## src/rtl/srac_pkg.sv

```systemverilog
package srac_pkg;

   typedef enum logic [2:0] {
      ST_IDLE,
      ST_SETUP,
      ST_RDWAIT,
      ST_WPULSE,
      ST_RECOVER
   } srac_state_t;

   function automatic int ceil_div(input int num, input int den);
      return (num + den - 1) / den;
   endfunction

   function automatic int max2(input int a, input int b);
      return (a > b) ? a : b;
   endfunction

   function automatic int min2(input int a, input int b);
      return (a < b) ? a : b;
   endfunction

endpackage

```

## src/rtl/srac_timer.sv

```systemverilog
module srac_timer #(
   parameter int CW = 2
) (
   input  logic          clk,
   input  logic          rst,
   input  logic          load,
   input  logic [CW-1:0] load_val,
   output logic          expired
);

   logic [CW-1:0] cnt_q;

   always_ff @(posedge clk) begin
      if (rst) begin
         cnt_q <= '0;
      end else if (load) begin
         cnt_q <= load_val;
      end else if (cnt_q != '0) begin
         cnt_q <= cnt_q - 1'b1;
      end
   end

   assign expired = (cnt_q == '0);

endmodule

```

## src/rtl/srac_rd_latch.sv

```systemverilog
module srac_rd_latch (
   input  logic clk,
   input  logic rst,
   input  logic cap,
   input  logic d,
   output logic q
);

   always_ff @(posedge clk) begin
      if (rst) begin
         q <= 1'b0;
      end else if (cap) begin
         q <= d;
      end
   end

endmodule

```

## src/rtl/sram_async_ctrl.sv

```systemverilog
module sram_async_ctrl
   import srac_pkg::*;
#(
   parameter int ADDR_W   = 20,
   parameter int CLK_PS   = 10000,
   parameter int T_ACC_PS = 20000,
   parameter int T_WP_PS  = 15000,
   parameter int T_AW_PS  = 17000,
   parameter int T_DW_PS  = 12000,
   parameter int T_WR_PS  = 2000,
   parameter int T_RC_PS  = 20000
) (
   input  logic              clk,
   input  logic              rst,
   input  logic              req,
   input  logic              wr,
   input  logic [ADDR_W-1:0] addr,
   input  logic              wdata,
   output logic              ready,
   output logic              done,
   output logic              rdata,
   output logic [ADDR_W-1:0] mem_addr,
   output logic              mem_cs_n,
   output logic              mem_we_n,
   output logic              mem_din,
   input  logic              mem_dout
);

   // phase lengths in whole cycles, each rounded up
   localparam int ACC_CYC = max2(1, ceil_div(T_ACC_PS, CLK_PS));
   localparam int WP_CYC  = max2(max2(1, ceil_div(T_WP_PS, CLK_PS)),
                                 max2(ceil_div(T_AW_PS, CLK_PS) - 1,
                                      ceil_div(T_DW_PS, CLK_PS) - 1));
   localparam int REC_CYC = max2(max2(1, ceil_div(T_WR_PS, CLK_PS)),
                                 ceil_div(T_RC_PS, CLK_PS) - 1 - min2(ACC_CYC, WP_CYC));
   localparam int CNT_MAX = max2(ACC_CYC, max2(WP_CYC, REC_CYC));
   localparam int CW      = (CNT_MAX > 1) ? $clog2(CNT_MAX) : 1;

   generate
      if (ADDR_W < 1) begin : g_bad_addr
         $error("ADDR_W must be at least 1");
      end
      if (CLK_PS < 1) begin : g_bad_clk
         $error("CLK_PS must be positive");
      end
   endgenerate

   srac_state_t       st_q, st_nxt;
   logic              t_load, t_exp;
   logic [CW-1:0]     t_val;
   logic [ADDR_W-1:0] addr_q;
   logic              din_q, wr_q;
   logic              rd_cap;

   always_comb begin
      st_nxt = st_q;
      t_load = 1'b0;
      t_val  = '0;
      unique case (st_q)
         ST_IDLE: begin
            if (req) st_nxt = ST_SETUP;
         end
         ST_SETUP: begin
            t_load = 1'b1;
            if (wr_q) begin
               st_nxt = ST_WPULSE;
               t_val  = CW'(WP_CYC - 1);
            end else begin
               st_nxt = ST_RDWAIT;
               t_val  = CW'(ACC_CYC - 1);
            end
         end
         ST_RDWAIT, ST_WPULSE: begin
            if (t_exp) begin
               st_nxt = ST_RECOVER;
               t_load = 1'b1;
               t_val  = CW'(REC_CYC - 1);
            end
         end
         ST_RECOVER: begin
            if (t_exp) st_nxt = ST_IDLE;
         end
         default: st_nxt = ST_IDLE;
      endcase
   end

   srac_timer #(.CW(CW)) u_timer (
      .clk      (clk),
      .rst      (rst),
      .load     (t_load),
      .load_val (t_val),
      .expired  (t_exp)
   );

   always_ff @(posedge clk) begin
      if (rst) begin
         st_q     <= ST_IDLE;
         mem_cs_n <= 1'b1;
         mem_we_n <= 1'b1;
         done     <= 1'b0;
         addr_q   <= '0;
         din_q    <= 1'b0;
         wr_q     <= 1'b0;
      end else begin
         st_q     <= st_nxt;
         mem_cs_n <= (st_nxt == ST_IDLE) || (st_nxt == ST_RECOVER);
         mem_we_n <= (st_nxt != ST_WPULSE);
         done     <= (st_q == ST_RECOVER) && t_exp;
         if (st_q == ST_IDLE && req) begin
            addr_q <= addr;
            din_q  <= wdata;
            wr_q   <= wr;
         end
      end
   end

   assign rd_cap = (st_q == ST_RDWAIT) && t_exp;

   srac_rd_latch u_rd (
      .clk (clk),
      .rst (rst),
      .cap (rd_cap),
      .d   (mem_dout),
      .q   (rdata)
   );

   assign ready    = (st_q == ST_IDLE);
   assign mem_addr = addr_q;
   assign mem_din  = din_q;


   we_needs_cs_chk: assert property (@(posedge clk) disable iff (rst)
      !mem_we_n |-> !mem_cs_n);


   addr_hold_chk: assert property (@(posedge clk) disable iff (rst)
      (!ready && !$past(ready)) |-> ($stable(mem_addr) && $stable(mem_din)));


   done_pulse_chk: assert property (@(posedge clk) disable iff (rst)
      done |=> !done);


   idle_strobes_chk: assert property (@(posedge clk) disable iff (rst)
      ready |-> (mem_cs_n && mem_we_n));


   we_after_setup_chk: assert property (@(posedge clk) disable iff (rst)
      $fell(mem_we_n) |-> ($past(!mem_cs_n) && $past(mem_we_n)));

endmodule

```

## config.mk

```make
export PLATFORM = sky130hd
export DESIGN_NAME = sram_async_ctrl
export DESIGN_NICKNAME = d
export VERILOG_FILES = /design/src/rtl/srac_pkg.sv /design/src/rtl/srac_timer.sv /design/src/rtl/srac_rd_latch.sv /design/src/rtl/sram_async_ctrl.sv
export SDC_FILE = /design/constraint.sdc
export NUM_CORES = 1
export LEC_CHECK = 0
export BUFFER_PORTS_ARGS = -buffer_cell sky130_fd_sc_hd__buf_4
export CAP_MARGIN = 20
export CORE_MARGIN = 1
export CORE_UTILIZATION = 45
export CTS_CLUSTER_DIAMETER = 30
export DETAILED_ROUTE_END_ITERATION = 16
export PLACE_DENSITY = 0.81
export SLEW_MARGIN = 20
export SYNTH_ARGS = -nofsm -noshare
export SYNTH_HDL_FRONTEND = slang
export SYNTH_HIERARCHICAL = 1
export SYNTH_SLANG_ARGS = --single-unit
```

## constraint.sdc

```tcl
create_clock -name clk -period 1.72 [get_ports clk]
set_clock_uncertainty 0.05 [all_clocks]
set_input_delay 0.43 -clock clk [delete_from_list [all_inputs] [get_ports clk]]
set_output_delay 0.43 -clock clk [all_outputs]
set_load 0.01 [all_outputs]
```

# Word level (Yosys, flattened, before mapping)
# Index checks and enable logic that the tools add are counted.
dict set report classes {
  addsub 1
  reduce_logical 7
  mux 10
  bitwise 1
  n_eq_ne 6
}
# op count
set op_table {}
lappend op_table {{3-bit one-hot mux with 4 select lines} 1}
lappend op_table {{3-bit two-way mux} 3}
lappend op_table {{3-bit by 2-bit equality test with 1-bit output (second input constant)} 2}
lappend op_table {{3-bit equality test (second input constant)} 2}
lappend op_table {{3-bit zero test} 2}
lappend op_table {{1-bit two-way mux} 5}
lappend op_table {{3-bit by 1-bit equality test with 1-bit output (second input constant)} 1}
lappend op_table {{1-bit logical AND} 3}
lappend op_table {{3-bit by 2-bit inequality test with 1-bit output (second input constant)} 1}
lappend op_table {{1-bit one-hot mux with 2 select lines} 1}
lappend op_table {{2-bit OR reduction} 1}
lappend op_table {{1-bit logical OR} 1}
lappend op_table {{1-bit NOT} 1}
lappend op_table {{1-bit subtractor (second input constant)} 1}
dict set report totals {
  output_inout_bits 26
  word_cells 34
  reg_bits 30
  inputBits 26
}

# Depth between registers and ports, before layout
# Gate-level depths: netlist (run 1).
dict set report logic_depth {
  word_depth 5
  depth_mapped 5
  depth_no_buf 5
}

# Cells and area by module
# Netlist (run 1), hierarchy kept.
# module instances cells_each seq_area_each_um2 area_each_um2
set by_module_without_submodules {}
lappend by_module_without_submodules {sram_async_ctrl 1 125 560.5 1074.8}
lappend by_module_without_submodules {srac_rd_latch 1 3 20.0 33.8}
lappend by_module_without_submodules {srac_timer 1 3 20.0 32.5}

# Worst setup path before layout (run 1)
# Ideal clock, no wire load.
dict set report synth_path {
  path_kind {input to register}
  from {in req}
  to {reg addr_q[10] (netlist: mem_addr[10])}
  stages 4
  setup_slack_ns 0.382
  required_time_ns 1.538
  arrival_time_ns 1.156
  setup_time_ns 0.132
  path_buffers 1
  path_cell_list {or4b_4 buf_6 nand2_1 a21oi_1}
}
dict set report synth_between {
  elab_chain_len 1
}
# item line_no
set synth_rtl {}
lappend synth_rtl {{start, declared} sram_async_ctrl.sv:15} ;# input logic req,
lappend synth_rtl {{1-bit logical AND} sram_async_ctrl.sv:109} ;# if (st_q == ST_IDLE && req) begin
lappend synth_rtl {{end signal, assigned} sram_async_ctrl.sv:110} ;# addr_q <= addr;
lappend synth_rtl {{end, declared} sram_async_ctrl.sv:51} ;# logic [ADDR_W-1:0] addr_q;
# No other way between the ends.
# A chain may end at the register's enable or synchronous reset.

# Final worst setup path (run 1)
dict set report layout_path {
  from {reg st_q[2]}
  to {out ready}
}
dict set report layout_between {
  elab_chain_len 1
}
# item line_no
set layout_rtl {}
lappend layout_rtl {{start, declared} sram_async_ctrl.sv:48} ;# srac_state_t st_q, st_nxt;
lappend layout_rtl {{start signal, assigned} sram_async_ctrl.sv:105} ;# st_q <= st_nxt;
lappend layout_rtl {{3-bit zero test} sram_async_ctrl.sv:127} ;# assign ready = (st_q == ST_IDLE);
lappend layout_rtl {{end, declared} sram_async_ctrl.sv:19} ;# output logic ready,
# No other way between the ends.

==> run metrics, run 1 <==
Syn Inst Count 131; clock sink count 30; Detail Placement HPWL 1680 um; CP Launch Point st_q[2]$_SDFF_PP0_; post-DR vias/cell 4.88; Syn-to-layout area delta 38.7%; antenna cell count 0; vias in the first global route 899; post-synthesis average cell area around 8.7 um2; critical-path maximum fanout 10; drt first-iter violations 16; unrepaired setup endpoints after global routing false; pwr/cell area about 1100 nW/um2; CP Class flop to output pin; Worst setup SP type flop; first-pass GRT wire length about 3800 um; sequential area share after synthesis 0.526; most frequent cells in the layout buf_4 (54), nand2_1 (46), dfxtp_1 (28), a21oi_1 (23), clkbuf_4 (5); Worst-path clk slew roughly 0.080 ns; Chip Width 52.4 um; layout cells sized above 1 0.361; most common cell after layout, fill and taps aside buf_4; Worst EP arrival 1.14 ns; Pwr Total 1720 uW; post-route ant nets 0; Placed Cells 203; Yosys cell types 24; synthesized net count about 160; fill count 202; max-slew violations 0; Finish-stage setup viols 0; Syn Std Cell Area 1140 um2; Max Cap Violations 0; Max clock buf depth 2; Worst Hold Class primary input to flop; Initial Utilization 0.497; GRT Overall Usage 0.193; sequential cell area about 600 um2; slowest CP cell dfxtp_1; pin count of the biggest net entering global routing 29; IO Port Bufs 51; wire per inst ~11 um; H-tree lvl count 2; Worst path max stage delay 0.32 ns; Max rail drop VDD ~0.75 mV; reg2reg start st_q[1]$_SDFF_PP0_; synth warn 6; Clock Tree Root clkbuf_4; Yosys reg bits 30; DRC violations left 0; TritonCTS Buffers 5; leakage power 0.000701 uW; slew margin rel. 0.759; initial antenna violation count 0; CP dominant cell by count buf_4; TritonCTS clock tree built; Final Instance Count excl. Fillers 211; minimum clock period 1.62 ns; Buf/Inv on CP 2; Max Fclk just over 0.6 GHz; Worst-Margin Slew 0.359 ns; CP endpoint kind output pin; routed vias 1029; post-cts hold buffer count 0; Worst-Skew Late Latency 0.32 ns; Data required, critical path around 1.2 ns; # IOs 52; status finished, final reports clean; Die ar. 2740 um2; die height 52.4 um; CP top delay family flip-flops; WL final 2370 um; nets@finish 208; Multi-input gate area 457 um2; DRT Pass-1 Iters 4; final instance area approximately 1600 um2; Final Hold Slack 0.267 ns; CP cell instances buf_4 > nor3_1 > buf_4; Post-DP Area 1500 um2; Core ar. approximately 2300 um2; global route overflow 0; Placer Congestion 0.720; Setup TNS Final 0 ns; Hold Violations, Final 0; reg2reg setup slack ~0.28 ns; row cnt 17; crit share post-route 0.943; Hold Crit Start req
## stage by stage
stage          worst slack (ns)  utilization
6_report                 0.0973        0.689
5_1_grt                  0.0255        0.689
4_1_cts                 0.00793        0.688
3_5_place_dp              0.195        0.654
3_3_place_gp              0.239        0.654
2_1_floorplan             0.382            -
## worst paths after layout
path | endpoint | cells after the start
min reg2reg | mem_addr[10]$_SDFFE_PP0P_ | 2
max reg2reg | mem_addr[16]$_SDFFE_PP0P_ | 3
min | mem_cs_n$_SDFF_PP1_ | 2
max | ready | 3
## state kept, by name, summed over array words and instances, names as in the netlist
register / count
done: 1
mem_addr: 20
mem_cs_n: 1
mem_din: 1
mem_we_n: 1
st_q: 3
u_rd/q: 1
u_timer/cnt_q: 1
wr_q: 1
## power by group
| part | switching, uW | internal (uW) |
|---|---|---|
| combinational | 196 | 200 |
| sequential | 54.3 | 768 |
| clock | 224 | 279 |
## Yosys cell counts
cell type | number | share of area
nand2_1 | 46 | 0.15
dfxtp_1 | 30 | 0.53
a21oi_1 | 23 | 0.10
buf_6 | 5 | 0.049
clkbuf_1 | 3 | 0.0099
nand2b_1 | 3 | 0.016
a211oi_1 | 2 | 0.013
nor2_1 | 2 | 0.0066
nor3_1 | 2 | 0.0088
a2111oi_0 | 1 | 0.0077
and3b_1 | 1 | 0.0077
buf_2 | 1 | 0.0044
buf_4 | 1 | 0.0066
inv_1 | 1 | 0.0033
mux2i_1 | 1 | 0.0088
nor2b_1 | 1 | 0.0055
nor3b_1 | 1 | 0.0066
nor4_1 | 1 | 0.0055
nor4b_4 | 1 | 0.021
o211ai_1 | 1 | 0.0066
o21a_1 | 1 | 0.0066
o31ai_1 | 1 | 0.0066
o32a_1 | 1 | 0.0088
or4b_4 | 1 | 0.012
## metal layers
| layer | share of wire | GRT usage |
|---|---|---|
| met5 | 0 | 0 |
| met3 | 0.086 | 0.0696 |
| met2 | 0.45 | 0.308 |
| met1 | 0.45 | 0.232 |
| met4 | 0.0068 | 0.0789 |
## cell type report
cell class                 count  share of cell area
clock buffer                   8              0.0498
inverter                       1             0.00237
sequential                    30               0.381
tap                           28              0.0221
multi-input combinational     90               0.289
timing repair buffer          54               0.256
## cells by family after synthesis
family | count (synthesis) | share of synthesized area
AOI/OAI and AO/OA | 30 | 0.150
buffers and inverters | 11 | 0.0735
DFF | 30 | 0.526
muxes | 1 | 0.00877
and+or+nand+nor | 59 | 0.241
## timing repair
action | 4_1_cts | 5_1_grt
gates resized for setup | 0 | 2
endpoints found under the setup margin | 0 | 1
hold endpoints to repair | 0 | 0
buffers inserted | 0 | 0
Power figures use the tool's default switching activity.
==> run 2: changes to the inputs <==
Settings changed: BUFFER_PORTS_ARGS -buffer_cell sky130_fd_sc_hd__buf_4 to default, CORE_UTILIZATION 45 to 60, CTS_BUF_LIST from default to sky130_fd_sc_hd__clkbuf_2, DONT_BUFFER_PORTS from default to 1, PLACE_DENSITY 0.81 to 0.8.
Clock period 1.72 ns to 2 ns, I/O delays scaled along.
==> run 2 against run 1 <==
Sequential cell count did not move. Cell area fell by 28%. Global-route usage rose by 1.1 points. Via count fell by 19%. Wire length fell by 15%. Combinational power fell by 57%. Critical path type unchanged. Sequential power fell by 9.5%. Die area fell by 24%. Clock power fell by 46%. Cell count fell by 27%.
==> run metrics, run 2 (synthesis results as in run 1) <==
Clock Tree Root clkbuf_2 (was clkbuf_4); Die ar. 2080 um2 (was 2740 um2); Hold Violations, Final 0 (unchanged); slew margin rel. 0.682 (was 0.759); Final Hold Slack 0.159 ns (was 0.267 ns); antenna cell count 0 (unchanged); Syn-to-layout area delta -0.548% (was 38.7%); Buf/Inv on CP 0 (was 2); Hold Crit Endpoint wr_q$_SDFFE_PP0P_ (was mem_cs_n$_SDFF_PP1_); pwr/cell area 1050 nW/um2 (was 1090 nW/um2); max-slew violations 0 (unchanged); row cnt 15 (was 17); GRT Overall Usage 0.204 (was 0.193); TritonCTS Buffers 5 (unchanged); Max rail drop VDD 0.630 mV (was 0.747 mV); leakage power 0.000418 uW (was 0.000701 uW); pin count of the biggest net entering global routing 29 (unchanged); minimum clock period 1.80 ns; Data required, critical path 1.45 ns (was 1.24 ns); Max clock buf depth 2 (unchanged); Worst EP arrival 1.25 ns (was 1.14 ns); reg2reg start st_q[1]$_SDFF_PP0_ (unchanged); post-cts hold buffer count 0 (unchanged); TritonCTS clock tree built (unchanged); WL final 2010 um (was 2370 um); Worst setup SP type flop (unchanged); Worst Hold Class primary input to flop (unchanged); Initial Utilization 0.654 (was 0.497); FF-to-FF End mem_addr[12]$_SDFFE_PP0P_ (was mem_addr[16]$_SDFFE_PP0P_); Placer Congestion 0.635 (was 0.720); Worst path max stage delay 0.48 ns (was 0.32 ns); Max Cap Violations 0 (unchanged); most frequent cells in the layout nand2_1 (46), dfxtp_1 (30), a21oi_1 (23), clkbuf_2 (7), nand2b_1 (3) (was buf_4 (54), nand2_1 (46), dfxtp_1 (28), a21oi_1 (23), clkbuf_4 (5)); initial antenna violation count 0 (unchanged); Worst-path clk slew 0.14 ns (was 0.08 ns); Setup TNS Final 0 ns (unchanged); Chip Width 45.6 um (was 52.4 um); DRT Pass-1 Iters 4 (unchanged); slowest CP cell dfxtp_1 (unchanged); drt first-iter violations 14 (was 16); unrepaired setup endpoints after global routing false (unchanged); wire per inst 13.0 um (was 11.2 um); CP cell instances nor3_1 (was buf_4 > nor3_1 > buf_4); reg2reg setup slack 0.46 ns (was 0.28 ns); Detail Placement HPWL 1390 um (was 1680 um); stages on the worst setup path 1 (was 3); die height 45.6 um (was 52.4 um); r2r worst-path depth 3 (unchanged); vias in the first global route 729 (was 899); IO Port Bufs 0 (was 51); Worst-Skew Late Latency 0.33 ns (was 0.32 ns); most common cell after layout, fill and taps aside nand2_1 (was buf_4); Hold Crit Start rst (was req); global route overflow 0 (unchanged); Max Fclk 0.554 GHz; Worst-Margin Slew 0.477 ns (was 0.359 ns); CP top delay family flip-flops (unchanged); routed vias 835 (was 1029); Hold Path Stages 1 (was 2); nets@finish 155 (was 208); post-DR vias/cell 5.42 (was 4.88); post-CTS setup buffer count 0 (unchanged); status finished, final reports clean (unchanged); post-route ant nets 0 (unchanged); first-pass GRT wire length 2960 um (was 3800 um); max FFs per register 20 (unchanged); CP endpoint kind output pin (unchanged); H-tree lvl count 2 (unchanged); clock sink count 30 (unchanged); Core ar. 1750 um2 (was 2300 um2); layout cells sized above 1 0.0775 (was 0.361); # IOs 52 (unchanged); DRC violations left 0 (unchanged); CP Class flop to output pin (unchanged); critical-path maximum fanout 14 (was 10); crit share post-route 0.902; # resized after CTS 0 (unchanged); Finish-stage setup viols 0 (unchanged)
==> run 2: changes by cell type in the layout (fill, tap and decap cells not counted), sizes merged <==
cell / delta
clkbuf: -1
buf: -53
==> run 2: through the flow <==
stage / utilization / cell area [um2] / total power [uW] / std cells / setup WS [ns]
5_1_grt: 0.650 / 1130 / 1250 / 154 / 0.122
6_report: 0.650 / 1130 / 1190 / 154 / 0.195
3_5_place_dp: 0.630 / 1100 / 932 / 147 / 0.485
2_1_floorplan: - / 1140 / 932 / 131 / 0.592
4_1_cts: 0.650 / 1130 / 1200 / 154 / 0.161
3_3_place_gp: 0.630 / 1100 / 915 / 147 / 0.548
==> run 2: area by class of cell <==
cell class,instances,area [um2]
clock buffer,7,35.0
fill,161,611
sequential,30,601
tap,25,31.3
inverter,1,3.75
multi-input combinational,90,457
timing repair buffer,1,7.51
==> run 2: metal layers <==
layer / global-route usage / part of all wire / wire length, um / vias to the layer above
met3: 0.0754 / 0.092 / 184 / 2
li1: - / - / - / 430
met4: 0.127 / 0.0055 / 11 / 0
met5: 0 / 0 / 0 / -
met2: 0.346 / 0.49 / 987 / 45
met1: 0.209 / 0.41 / 825 / 358
==> run 2: report_power, final <==
part / switching, uW / internal [uW]
Combinational: 98.9 / 71.5
Sequential: 84.4 / 660
Clock: 182 / 91.4
Total: 365 / 823
==> run 2: worst max-delay path by stage <==
stage                            start                         to  slack, ns
global placement    st_q[1]$_SDFF_PP0_  mem_addr[17]$_SDFFE_PP0P_       0.55
floorplan                          req  mem_addr[10]$_SDFFE_PP0P_       0.59
CTS                 st_q[1]$_SDFF_PP0_                      ready       0.16
detailed placement  st_q[1]$_SDFF_PP0_  mem_addr[12]$_SDFFE_PP0P_       0.48
global route        st_q[1]$_SDFF_PP0_                      ready       0.12
finish              st_q[1]$_SDFF_PP0_                      ready       0.20
==> run 2: worst reg2reg max path, cell delays in order, from the launching register on <==
cell,delay (ns)
dfxtp_1,0.48
or4b_4,0.71
nand2_1,0.13
a21oi_1,0.07
==> run 3: changes to the inputs <==
Settings changed: BUFFER_PORTS_ARGS from default to -buffer_cell sky130_fd_sc_hd__buf_4, CORE_UTILIZATION 60 to 43, DONT_BUFFER_PORTS 1 to default, GPL_ROUTABILITY_DRIVEN from default to 1, PLACE_DENSITY 0.8 to 0.78.
==> run 3 against run 2 <==
Cell area grew 35%. Utilization shrank 3.8 points. Clock power is essentially flat. Sequential cell count is the same. First-iteration DRC count is the same. Combinational power grew 88%. Global-route usage shrank 2.1 points. Register-to-register slack is essentially flat. Sequential power shrank 3.6%. Maximum frequency grew 0.19%. Critical path depth grew 1. Worst setup slack gained 0.0034 ns.
==> run metrics, run 3 (synthesis results as in run 1) <==
FF-to-FF End mem_addr[5]$_SDFFE_PP0P_ (was mem_addr[12]$_SDFFE_PP0P_); Data required, critical path 1.45 ns (about the same); Hold Violations, Final 0 (unchanged); CP top delay family flip-flops (unchanged); Sw Pwr 409 uW (was 365 uW); # IOs 52 (unchanged); Worst path max stage delay 0.65 ns (was 0.48 ns); WL final 2370 um (was 2010 um); reg2reg setup slack 0.45 ns (was 0.46 ns); post-route ant nets 0 (unchanged); clock power share 0.210 (was 0.230); Gate power share 0.243 (was 0.143); Worst-Margin Slew 0.484 ns (was 0.477 ns); max-slew violations 0 (unchanged); Placer Congestion 0.663 (was 0.635); vias in the first global route 856 (was 729); Hold Crit Start req (was rst); first-pass GRT wire length 3620 um (was 2960 um); Worst-path clk slew 0.14 ns (about the same); most frequent cells in the layout buf_4 (52), nand2_1 (46), dfxtp_1 (30), a21oi_1 (23), clkbuf_2 (5) (was nand2_1 (46), dfxtp_1 (30), a21oi_1 (23), clkbuf_2 (7), nand2b_1 (3)); Chip Width 53.5 um (was 45.6 um); # resized after CTS 0 (unchanged); Die ar. 2860 um2 (was 2080 um2); antenna cell count 0 (unchanged); drt first-iter violations 14 (unchanged); Clock Tree Root clkbuf_2 (unchanged); DRT Pass-1 Iters 4 (unchanged); CP Class flop to output pin (unchanged); fill count 230 (was 161); status finished, final reports clean (unchanged); slowest CP cell dfxtp_1 (unchanged); clock sink count 30 (unchanged); post-CTS setup buffer count 0 (unchanged); global route overflow 0 (unchanged); Worst EP arrival 1.25 ns (about the same); Worst Hold Class primary input to flop (unchanged); Setup TNS Final 0 ns (unchanged); CP Launch Point st_q[1]$_SDFF_PP0_ (unchanged); Max Fclk 0.555 GHz (was 0.554 GHz); routed vias 1027 (was 835); minimum clock period 1.80 ns (about the same); Internal 905 uW (was 823 uW); fin util 0.612 (was 0.650); Finish-stage setup viols 0 (unchanged); TritonCTS Buffers 5 (unchanged); post-cts hold buffer count 0 (unchanged); reg2reg start st_q[1]$_SDFF_PP0_ (unchanged); Syn-to-layout area delta 34.1% (was -0.548%); r2r worst-path depth 3 (unchanged); layout cells sized above 1 0.337 (was 0.0775); Buf/Inv on CP 1 (was 0); nets@finish 206 (was 155); GRT Overall Usage 0.182 (was 0.204); unrepaired setup endpoints after global routing false (unchanged); Core ar. 2500 um2 (was 1750 um2); DRC violations left 0 (unchanged); Hold Path Stages 2 (was 1); die height 53.5 um (was 45.6 um); H-tree lvl count 2 (unchanged); IO Port Bufs 51 (was 0); post-DR vias/cell 4.87 (was 5.42); crit share post-route 0.901 (was 0.902); most common cell after layout, fill and taps aside buf_4 (was nand2_1); CP cell instances nor3_1 > buf_4 (was nor3_1); Pwr Total 1310 uW (was 1190 uW); critical-path maximum fanout 14 (unchanged); Flop pwr share 0.546 (was 0.627); Detail Placement HPWL 1690 um (was 1390 um); TritonCTS clock tree built (unchanged); Max rail drop VDD 0.548 mV (was 0.630 mV); Max Cap Violations 0 (unchanged); wire per inst 11.2 um (was 13.0 um); Max clock buf depth 2 (unchanged); pin count of the biggest net entering global routing 29 (unchanged); Multi-input gate area 457 um2 (unchanged); max FFs per register 20 (unchanged); Worst-Skew Late Latency 0.35 ns (was 0.33 ns); pwr/cell area 858 nW/um2 (was 1050 nW/um2); Initial Utilization 0.456 (was 0.654); Hold Crit Endpoint mem_cs_n$_SDFF_PP1_ (was wr_q$_SDFFE_PP0P_); Sw Ratio 0.311 (was 0.307); Worst setup SP type flop (unchanged); row cnt 18 (was 15); sequential cell area 601 um2 (unchanged); slew margin rel. 0.677 (was 0.682); CP endpoint kind output pin (unchanged); leakage power 0.000671 uW (was 0.000418 uW); initial antenna violation count 0 (unchanged)
## run 3: cell count changes in the layout (fill, tap and decap cells not counted), sizes merged
cell / before / now
clkinv: 0 / 2
clkbuf: 7 / 5
clkinvlp: 0 / 1
buf: 1 / 52
## run 3: layer usage
metal | GRT usage | vias up | routed length [um]
met3 | 0.0661 | 5 | 190
met2 | 0.298 | 41 | 1140
met1 | 0.202 | 452 | 1000
met5 | 0 | - | 0
met4 | 0.105 | 0 | 32
li1 | - | 529 | -
## run 3: per-stage QoR
step / area (um2) / cells / hold WS, ns / worst slack (ns)
after floorplan: 1140 / 131 / 0.400 / 0.592
after global placement: 1490 / 203 / 0.392 / 0.449
final: 1530 / 211 / 0.302 / 0.198
after CTS: 1530 / 211 / 0.267 / 0.181
after global routing: 1530 / 211 / 0.263 / 0.0821
after detailed placement: 1490 / 203 / 0.397 / 0.416
## run 3: how the worst max path moves through the flow
stage	end	slack [ns]	cells after the start
detailed placement	mem_addr[13]$_SDFFE_PP0P_	0.42	4
global route	ready	0.08	2
finish	ready	0.20	2
floorplan	mem_addr[10]$_SDFFE_PP0P_	0.59	4
CTS	ready	0.18	2
global placement	mem_addr[2]$_SDFFE_PP0P_	0.45	4
## run 3: layout make-up
| cell class | count | area share |
|---|---|---|
| clock buffer | 5 | 0.0164 |
| clock inverter | 3 | 0.0106 |
| inverter | 1 | 0.00245 |
| multi-input combinational | 90 | 0.298 |
| sequential | 30 | 0.392 |
| tap | 30 | 0.0245 |
| timing repair buffer | 52 | 0.255 |
## run 3: power groups by stage
| stage | Sequential [uW] | Combinational (uW) | Clock [uW] |
|---|---|---|---|
| finish | 717 | 320 | 276 |
| global route | 727 | 355 | 313 |
| detailed placement | 730 | 324 | 0 |
| CTS | 717 | 324 | 291 |
| global placement | 726 | 315 | 0 |
| floorplan | 731 | 201 | 0 |
